==> src/rtl/scanline_irq.sv <==
module scanline_irq #(
  parameter int CNT_W   = 8,
  parameter int LOW_MIN = 4,
  parameter bit REV_A   = 1'b0
) (
  input  logic             clk,
  input  logic             rst_n,
  input  logic             a12,
  input  logic             wr_latch,
  input  logic             wr_reload,
  input  logic             wr_disable,
  input  logic             wr_enable,
  input  logic [CNT_W-1:0] wdata,
  output logic             irq
);
  localparam int RUN_W = $clog2(LOW_MIN + 1);
  localparam logic [RUN_W-1:0] RUN_FULL = RUN_W'(LOW_MIN);

  logic [RUN_W-1:0] low_run;
  logic [CNT_W-1:0] cnt, latch_q, cnt_nxt;
  logic reload_q, en_q, pend_q, hit, fire;

  assign hit     = a12 && (low_run == RUN_FULL);
  assign cnt_nxt = (cnt == '0 || reload_q) ? latch_q : cnt - CNT_W'(1);
  assign irq     = pend_q;

  generate
    if (REV_A) begin : gen_rev_a
      assign fire = hit && en_q && (cnt_nxt == '0) && (cnt != '0 || reload_q);
    end else begin : gen_rev_bc
      assign fire = hit && en_q && (cnt_nxt == '0);
    end
  endgenerate

  always_ff @(posedge clk) begin
    if (!rst_n) low_run <= '0;
    else if (a12) low_run <= '0;
    else if (low_run != RUN_FULL) low_run <= low_run + RUN_W'(1);
  end

  always_ff @(posedge clk) begin
    if (!rst_n) begin
      cnt      <= '0;
      latch_q  <= '0;
      reload_q <= 1'b0;
      en_q     <= 1'b0;
      pend_q   <= 1'b0;
    end else begin
      if (hit) cnt <= cnt_nxt;
      if (wr_latch) latch_q <= wdata;
      if (wr_reload) reload_q <= 1'b1;
      else if (hit) reload_q <= 1'b0;
      if (wr_disable) en_q <= 1'b0;
      else if (wr_enable) en_q <= 1'b1;
      if (wr_disable) pend_q <= 1'b0;
      else if (fire) pend_q <= 1'b1;
    end
  end

  p_reset_state_r1: assert property (@(posedge clk) !rst_n |=> !irq && cnt == '0 && !en_q);
  p_short_low_ignored_r2: assert property (@(posedge clk) disable iff (!rst_n)
    a12 && low_run != RUN_FULL |=> $stable(cnt));
  p_no_tick_when_held_r3: assert property (@(posedge clk) disable iff (!rst_n)
    a12 && $past(a12) && rst_n |=> $stable(cnt));
  p_decrement_r4: assert property (@(posedge clk) disable iff (!rst_n)
    hit && cnt != '0 && !reload_q |=> cnt == $past(cnt) - CNT_W'(1));
  p_irq_needs_enable_r5: assert property (@(posedge clk) disable iff (!rst_n)
    $rose(irq) |-> $past(en_q));
  p_reload_cleared_r7: assert property (@(posedge clk) disable iff (!rst_n)
    hit && !wr_reload |=> !reload_q);
  p_latch_store_r8: assert property (@(posedge clk) disable iff (!rst_n)
    wr_latch |=> latch_q == $past(wdata));
  p_disable_wins_r9: assert property (@(posedge clk) disable iff (!rst_n)
    wr_disable |=> !irq && !en_q);
  p_irq_sticky_r10: assert property (@(posedge clk) disable iff (!rst_n)
    irq && !wr_disable |=> irq);
endmodule

==> config.mk <==
export PLATFORM = sky130hd
export DESIGN_NAME = scanline_irq
export DESIGN_NICKNAME = d
export VERILOG_FILES = /design/src/rtl/scanline_irq.sv
export SDC_FILE = /design/constraint.sdc
export NUM_CORES = 1
export LEC_CHECK = 0
export CORE_UTILIZATION = 35
export CTS_CLUSTER_SIZE = 24
export DETAILED_ROUTE_END_ITERATION = 12
export DONT_BUFFER_PORTS = 1
export GPL_TIMING_DRIVEN = 0
export HOLD_SLACK_MARGIN = 0.03
export PLACE_DENSITY = 0.53
export SLEW_MARGIN = 20
export SYNTH_ARGS = -nofsm -noshare
export SYNTH_HDL_FRONTEND = slang
export SYNTH_SLANG_ARGS = --single-unit
==> constraint.sdc <==
create_clock -name clk -period 2.1 [get_ports clk]
set_input_delay 0 -clock clk [delete_from_list [all_inputs] [get_ports clk]]
set_output_delay 0 -clock clk [all_outputs]
set_load 0.01 [all_outputs]
# Yosys cells after proc, flatten, opt, wreduce, memory -nomap -nowiden
# Cells that the tools add are included.
# totals
regBits,22
word_cells,23
inputBits,15
latchBits,0
mem_count,0
output_inout_bits,1
mem_bits_ro,0
ramBits,0
# classes
n_div,0
multipliers,0
reduce_logical,9
n_eq_ne,2
n_addsub,2
shifts,0
mux,3
order_cmp,0
bitwise_logic,1
# ops
cell,n
$logic_not 8->1,2
$mux 8,1
$sub 8x1->8 const B,1
$reduce_or 2->1,2
$add 3x1->3 const B,1
$eq 3x3->1 const B,1
$logic_and 1x1->1,3
$ne 3x3->1 const B,1
$mux 1,2
$reduce_bool 2->1,1
$logic_or 1x1->1,1
$not 1->1,1

# Logic depth before layout (Yosys ltp)
# Gate-level depths: netlist of the first run.
# logic_depth
depth_word,5
mapped_depth,7
ltp_nobuf,7

# Worst setup path before layout of the first run
# No wires, ideal clock.
# synth_path
path_type,register -> register
start,register cnt[2]
end,register pend_q (netlist: irq)
path_slack_ps,274
setup_time_ps,117
required_time_ps,1983
path_stages_with_launch,7
synth_period_minus_slack_ps,1826
path_buffers,1
arrival_time_ps,1708
path_cell_list,dfxtp_1 -> buf_6 -> or4_4 -> or4_4 -> nand3_2 -> a211oi_1 -> a32o_1
# synth_via
elab_chain_len,5
elab_cells_between_ends,6
cone_classes,1 x add/sub; 1 x mux; 4 x reduce/logical
# synth_lines
item,line,source
start: declaration,20,"logic [CNT_W-1:0] cnt, latch_q, cnt_nxt;"
start signal: assignment,49,if (hit) cnt <= cnt_nxt;
"parallel branches: the longest is 2 deep, another holds $sub 8x1->8",-,
$mux 8 (*),24,assign cnt_nxt = (cnt == '0 || reload_q) ? latch_q : cnt - CNT_W'(1);
$logic_not 8->1 (*),31,assign fire = hit && en_q && (cnt_nxt == '0);
$logic_and 1x1->1 (*),31,
end signal: assignment,47,pend_q <= 1'b0;
end signal: assignment,55,if (wr_disable) pend_q <= 1'b0;
end signal: assignment,56,else if (fire) pend_q <= 1'b1;
end: declaration,21,"logic reload_q, en_q, pend_q, hit, fire;"
# Mark *: on every way between the ends.
# A chain may end at the register's enable or synchronous reset.

# Worst setup path after layout of the first run
# Same ends and word-level chain as after synthesis.

==> summary.txt, run 1 <==
Logic synthesis
  – Synth Cell Area: 1182 sq um
  – Syn Nets: 160
  – Post-synthesis sequential area ratio: around 37%
  – Async set-reset flop share out of synthesis: 0%
  – Syn Area/Cell: 8.386 sq um
  – Distinct cells, synth: 40
  – Mapped Cells: 141
  – Warnings from Yosys: 0
  – Seq cells post-synth: 22
  – Number of flops mapped to enable cells by yosys: 0
  – Main synth FF type: dfxtp_1

Global route
  – Global-route wire length before repair: 4761 um
  – Total GRT Usage: 18.10%
  – Vias in the first global route: 1055
  – Initial antenna violation count: 0
  – GRT Residual Overflow: 0
  – Largest net degree at the start of global routing: 13

STA
  – Slew @ Worst Pin: 0.5411 ns
  – Fin crit share: 95.28%
  – RSZ-0062 raised after global routing: no
  – Clk_skew: 0.006432 ns
  – Slew HR: 63.92%
  – Hold violation count in the final report: 0
  – Fmax: 0.4998 GHz
  – Final worst path period need: 2.001 ns
  – Fin worst setup slack: 0.09913 ns
  – Setup TNS: 0 ns
  – Final setup violation count: 0
  – Final Slew Violations: 0

Routing
  – DR WL met2: 1353 um
  – Max layer used: met4
  – WL/cell: 13.28 um
  – DRC Markers: 0
  – Final wirelength: 2748 um
  – Post-DRT Antenna Nets: 0
  – Vias/cell: 5.261
  – Met1 wire length: 1273 um
  – Initial DRC count: 34
  – Pre-antenna DRT Iters: 4
  – WL met3: 87 um
  – Via count: 1089

Status
  – Status: finished clean

Placement
  – Placed cell count: 185
  – Routability cong.: 0.8324
  – Pre-CTS setup slack: about 0.049 ns
  – PortBufs: 0
  – HPWL after DPL: ~2000 um

Setup path
  – Arrival time worst endpoint: 2.21 ns
  – Critical path's largest stage delay: 0.51 ns
  – Beginning of the critical path: cnt[2]
  – Crit Path Class: register to register
  – CP Max Fanout: 9
  – Crit path max-delay family: simple AND/OR/NAND/NOR gates
  – Startpoint Class: register
  – CP bufs+invs: 1
  – Cell depth of the worst setup path: 6
  – Critical path, cell by cell: buf_6 > or4_4 > or2_2 > a32oi_1 > a211oi_1 > a32o_1
  – Setup slack, reg-to-reg: 0.1 ns
  – Critical R2R Capture: irq
  – Critical path endpoint category: register
  – Critical R2R Launch: cnt[2]
  – R2R depth: 6
  – Crit path to: irq
  – Crit path max-delay cell type: or4_4
  – CP Data Required Time: approximately 2.3 ns

Power and ir drop
  – LEAKAGE: 0.5652 nW
  – Pwr Density: 525.6 nW/um^2
  – IR drop worst, VDD: 365.9 uV
  – Switching pwr: around 180 uW
  – Internal power: around 580 uW
  – Gate power share: between 10 and 15%
  – Tot Pwr: 758.9 uW
  – Reg power frac: 58.1%
  – Clk network pwr share: 31.1%
  – Net Sw Frac: between 20% and 30%

Final layout
  – Synthesis-to-layout area growth: 22.12%
  – Fillers: 305
  – Layout Cells excl Fill: 207
  – Final Core Density: 46.16%
  – Layout cell share with drive strength beyond 1: 10.43%
  – Number of nets at the end of the flow: 183
  – ANT cells: 0
  – Commonest cells after routing, fill and taps aside: 22 x dfxtp_1, 15 x nor2_1, 14 x nand2_1, 14 x dlygate4sd3_1
  – Commonest non-fill, non-tap cell in the layout: dfxtp_1

Floorplanning
  – Die ar.: about 3600 sq um
  – Row count: 20
  – Ports: 16
  – Starting Density: between 30% and 40%
  – Core Region: 3128 sq um
  – Overall die width: 60.12 um
  – Die H: approximately 60 um

Clocking
  – Reg clk slew, reported paths: 0.12 ns
  – H-tree depth: 1
  – Cts bufs inserted: 3
  – Resize count post-CTS: 0
  – Clock buffer depth: 2
  – CTS Root Cell: clkbuf_4
  – CTS Sinks: 22
  – CTS tree: built
  – Clk_lat worst skew: just over 0.3 ns

Hold path
  – Worst hold start: a12
  – HP Class: input port to register

Run
  – Number of max-cap violations: 0
==> synthesized netlist by cell type (2+ instances only) <==
master | count | area [sq um]
dfxtp_1 | 22 | 440.4
nor2_1 | 15 | 56.30
nand2_1 | 14 | 52.55
inv_1 | 10 | 37.54
mux2i_1 | 10 | 100.1
a21oi_1 | 9 | 45.04
nand3_1 | 6 | 30.03
a211oi_1 | 4 | 30.03
ha_1 | 4 | 50.05
nor2b_1 | 4 | 25.02
nor3_1 | 3 | 15.01
o21ai_1 | 3 | 15.01
a221oi_1 | 2 | 17.52
and3_1 | 2 | 12.51
buf_1 | 2 | 7.510
clkbuf_1 | 2 | 7.510
nand2b_1 | 2 | 12.51
o211ai_1 | 2 | 15.01
or2_2 | 2 | 12.51
or4_4 | 2 | 22.52
xnor2_1 | 2 | 17.52
==> metrics by stage <==
step | cell area, sq um | hold slack [ns]
after CTS | 1414 | 0.1894
after global placement | 1237 | 0.1114
after detailed placement | 1237 | 0.1196
final | 1444 | 0.1722
after floorplan | 1182 | 0.1102
after global routing | 1444 | 0.2158
==> sequential cells by signal, indices dropped and copies added, names as in the netlist <==
register and cells:
cnt 8, en_q 1, irq 1, latch_q 8
low_run 3, reload_q 1
==> layer usage <==
layer,vias up,GRT usage [%]
met5,-,0
met4,0,6.977
met3,4,3.030
met2,30,31.08
met1,507,22.25
li1,548,-
==> area by class of cell <==
class	instances	area [sq um]	share of cell area, %
Sequential cell	22	440.4	30.50
Timing Repair Buffer	18	170.2	11.79
Multi-Input combinational cell	104	678.2	46.97
Inverter	10	37.54	2.600
Tap cell	44	55.05	3.813
Buffer	5	26.28	1.820
Clock buffer	4	36.28	2.513
==> power groups by stage <==
stage	Clock [mW]	Combinational [mW]	Sequential, mW
global placement	0	0.0580	0.449
finish	0.236	0.0820	0.441
CTS	0.243	0.0812	0.441
global route	0.271	0.0925	0.443
floorplan	0	0.0488	0.446
detailed placement	0	0.0597	0.450
==> cells by family after synthesis <==
| logic type | synth area share (%) |
|---|---|
| buf+inv | 5.398 |
| flops | 37.25 |
| simple gates | 25.82 |
| fa+ha+maj | 4.233 |
| xor+xnor | 1.482 |
| compound gates | 17.35 |
| mux | 8.466 |
==> tightest hold or removal path, delay by kind of cell <==
family | cells | cell delay, ns
AO/OA/AOI/OAI | 1 | 0.12
AND/OR/NAND/NOR | 2 | 0.34
==> what timing repair did <==
action / CTS / global route
endpoints found under the setup margin: 0 / 1
hold buffers: 14 / 0
buffers inserted: 0 / 4
endpoints found under the hold margin: 19 / 0
==> worst min path at each step <==
stage	cells past startpoint	slack, ns	to
floorplan	1	0.11	en_q
global placement	1	0.11	en_q
detailed placement	1	0.12	en_q
CTS	3	0.19	reload_q
global route	3	0.22	reload_q
finish	3	0.17	reload_q
(Power assumes the default switching activity.)
==> run 2, diff against run 1 <==
--- a/config.mk
+++ b/config.mk
@@ -12,6 +12,7 @@
 export GPL_TIMING_DRIVEN = 0
 export HOLD_SLACK_MARGIN = 0.03
 export PLACE_DENSITY = 0.53
+export RECOVER_POWER = 50
 export SLEW_MARGIN = 20
 export SYNTH_ARGS = -nofsm -noshare
 export SYNTH_HDL_FRONTEND = slang
==> run 2 against run 1 <==
Against the previous run: clock power about the same; worst hold slack got worse by 0.0034 ns; critical path type unchanged; non-clock buffer count unchanged; power about the same; combinational power about the same; clock-buffer cell count unchanged; via count decreased by 0.18%; die area unchanged; critical path depth unchanged; routed wire length about the same; global-route usage unchanged; core utilization unchanged; largest cell class unchanged; highest routed layer unchanged.
==> summary.txt, run 2 (synthesized netlist as in run 1, its figures left out) <==
Status
  – Status: finished clean

Power and ir drop
  – Pwr Density: 525.6 nW/um^2
  – LEAKAGE: 0.5652 nW
  – IR drop worst, VDD: about 370 uV

Setup path
  – Beginning of the critical path: cnt[2]
  – Arrival time worst endpoint: 2.21 ns
  – Startpoint Class: register
  – Critical R2R Launch: cnt[2]
  – R2R depth: 6
  – Setup slack, reg-to-reg: ~0.098 ns
  – Critical path endpoint category: register
  – CP Max Fanout: 9
  – Crit path to: irq
  – CP Data Required Time: 2.31 ns
  – Critical R2R Capture: irq
  – Crit Path Class: register to register

Clocking
  – Cts bufs inserted: 3
  – Clk_lat worst skew: roughly 0.31 ns
  – CTS Root Cell: clkbuf_4
  – Clock buffer depth: 2
  – CTS tree: built
  – H-tree depth: 1
  – Resize count post-CTS: 0
  – CTS Sinks: 22
  – Reg clk slew, reported paths: around 0.12 ns

Floorplanning
  – Overall die width: 60.12 um
  – Core Region: approximately 3100 sq um
  – Starting Density: between 30 and 40%
  – Die ar.: around 3600 sq um
  – Row count: 20
  – Ports: 16
  – Die H: approximately 60 um

Global route
  – Total GRT Usage: between 10% and 20%
  – Initial antenna violation count: 0
  – GRT Residual Overflow: 0
  – Vias in the first global route: 1055
  – Global-route wire length before repair: roughly 4800 um
  – Largest net degree at the start of global routing: 13

STA
  – Slew HR: 63.92%
  – Slew @ Worst Pin: 0.5411 ns
  – Hold violation count in the final report: 0
  – Setup TNS: 0 ns
  – Fin crit share: 95.32%
  – Fmax: between 0.4 and 0.5 GHz
  – Clk_skew: between 0.006 and 0.007 ns
  – Final worst path period need: 2.002 ns
  – RSZ-0062 raised after global routing: no
  – Final Slew Violations: 0
  – Final setup violation count: 0

Routing
  – WL/cell: 13.28 um
  – Via count: 1087
  – Final wirelength: 2749 um
  – Vias/cell: 5.251
  – Post-DRT Antenna Nets: 0
  – DRC Markers: 0
  – Pre-antenna DRT Iters: 4
  – Initial DRC count: 32

Final layout
  – ANT cells: 0
  – Commonest non-fill, non-tap cell in the layout: dfxtp_1
  – Synthesis-to-layout area growth: 22.12%
  – Number of nets at the end of the flow: 183
  – Area of the multi-input gates: 678.2 sq um
  – Fillers: 305
  – Top Registers: cnt: 8 flops, latch_q: 8 flops, low_run: 3 flops
  – Sequential cell area: around 440 sq um
  – Commonest cells after routing, fill and taps aside: 22 x dfxtp_1, 15 x nor2_1, 14 x nand2_1, 14 x dlygate4sd3_1
  – Final Core Density: between 40% and 50%
  – Layout cell share with drive strength beyond 1: about a tenth

Placement
  – HPWL after DPL: roughly 2000 um
  – PortBufs: 0
  – Routability cong.: 0.8324

Run
  – Number of max-cap violations: 0

Hold path
  – HP Class: input port to register
[run 2: cell count changes in the layout (fill, tap and decap cells not counted), sizes merged]
| cell | before | now |
|---|---|---|
| buf | 7 | 6 |
| clkbuf | 6 | 7 |
[run 2: final cells by class]
cell class,count,area share (%)
Multi-Input combinational cell,104,46.97
Timing Repair Buffer,18,11.79
Buffer,5,1.820
Clock buffer,4,2.513
Sequential cell,22,30.50
Inverter,10,2.600
Tap cell,44,3.813
[run 2: critical path: stages (launching register included)]
cell,delay (ns)
dfxtp_1,0.33
buf_6,0.13
or4_4,0.51
or2_2,0.30
a32oi_1,0.26
a211oi_1,0.10
a32o_1,0.27
[run 2: what timing repair did]
action	in CTS	in global routing
buffers inserted	0	4
endpoints found under the hold margin	19	0
hold buffers	14	0
endpoints found under the setup margin	0	1
[run 2: worst min-delay path by stage]
stage | from | endpoint | cells after the start
finish | a12 | reload_q | 3
global route | a12 | reload_q | 3
CTS | a12 | reload_q | 3
detailed placement | wr_enable | en_q | 1
global placement | wr_enable | en_q | 1
floorplan | wr_enable | en_q | 1
[run 2: power breakdown]
part,internal [mW],switching (mW),leakage [nW]
clock network,0.106,0.130,0.0210
registers,0.431,0.00986,0.180
logic,0.0420,0.0400,0.365
total,0.579,0.180,0.565
[run 2: routing by layer]
metal,routed length (um),global-route usage (%),vias up
met4,33,6.977,0
met1,1279,22.25,505
li1,-,-,550
met5,0,0,-
met3,83,3.030,4
met2,1352,31.08,28
[run 2: per-stage QoR]
step | worst slack (ns) | hold slack, ns | std cells | power, mW | cell area [sq um]
after floorplan | 0.2744 | 0.1102 | 141 | 0.4952 | 1182
after global placement | 0.09685 | 0.1114 | 185 | 0.5072 | 1237
after detailed placement | 0.04944 | 0.1196 | 185 | 0.5099 | 1237
after CTS | 0.02271 | 0.1894 | 203 | 0.7656 | 1414
after global routing | 0.02223 | 0.2158 | 207 | 0.8061 | 1444
final | 0.09830 | 0.1688 | 207 | 0.7588 | 1444
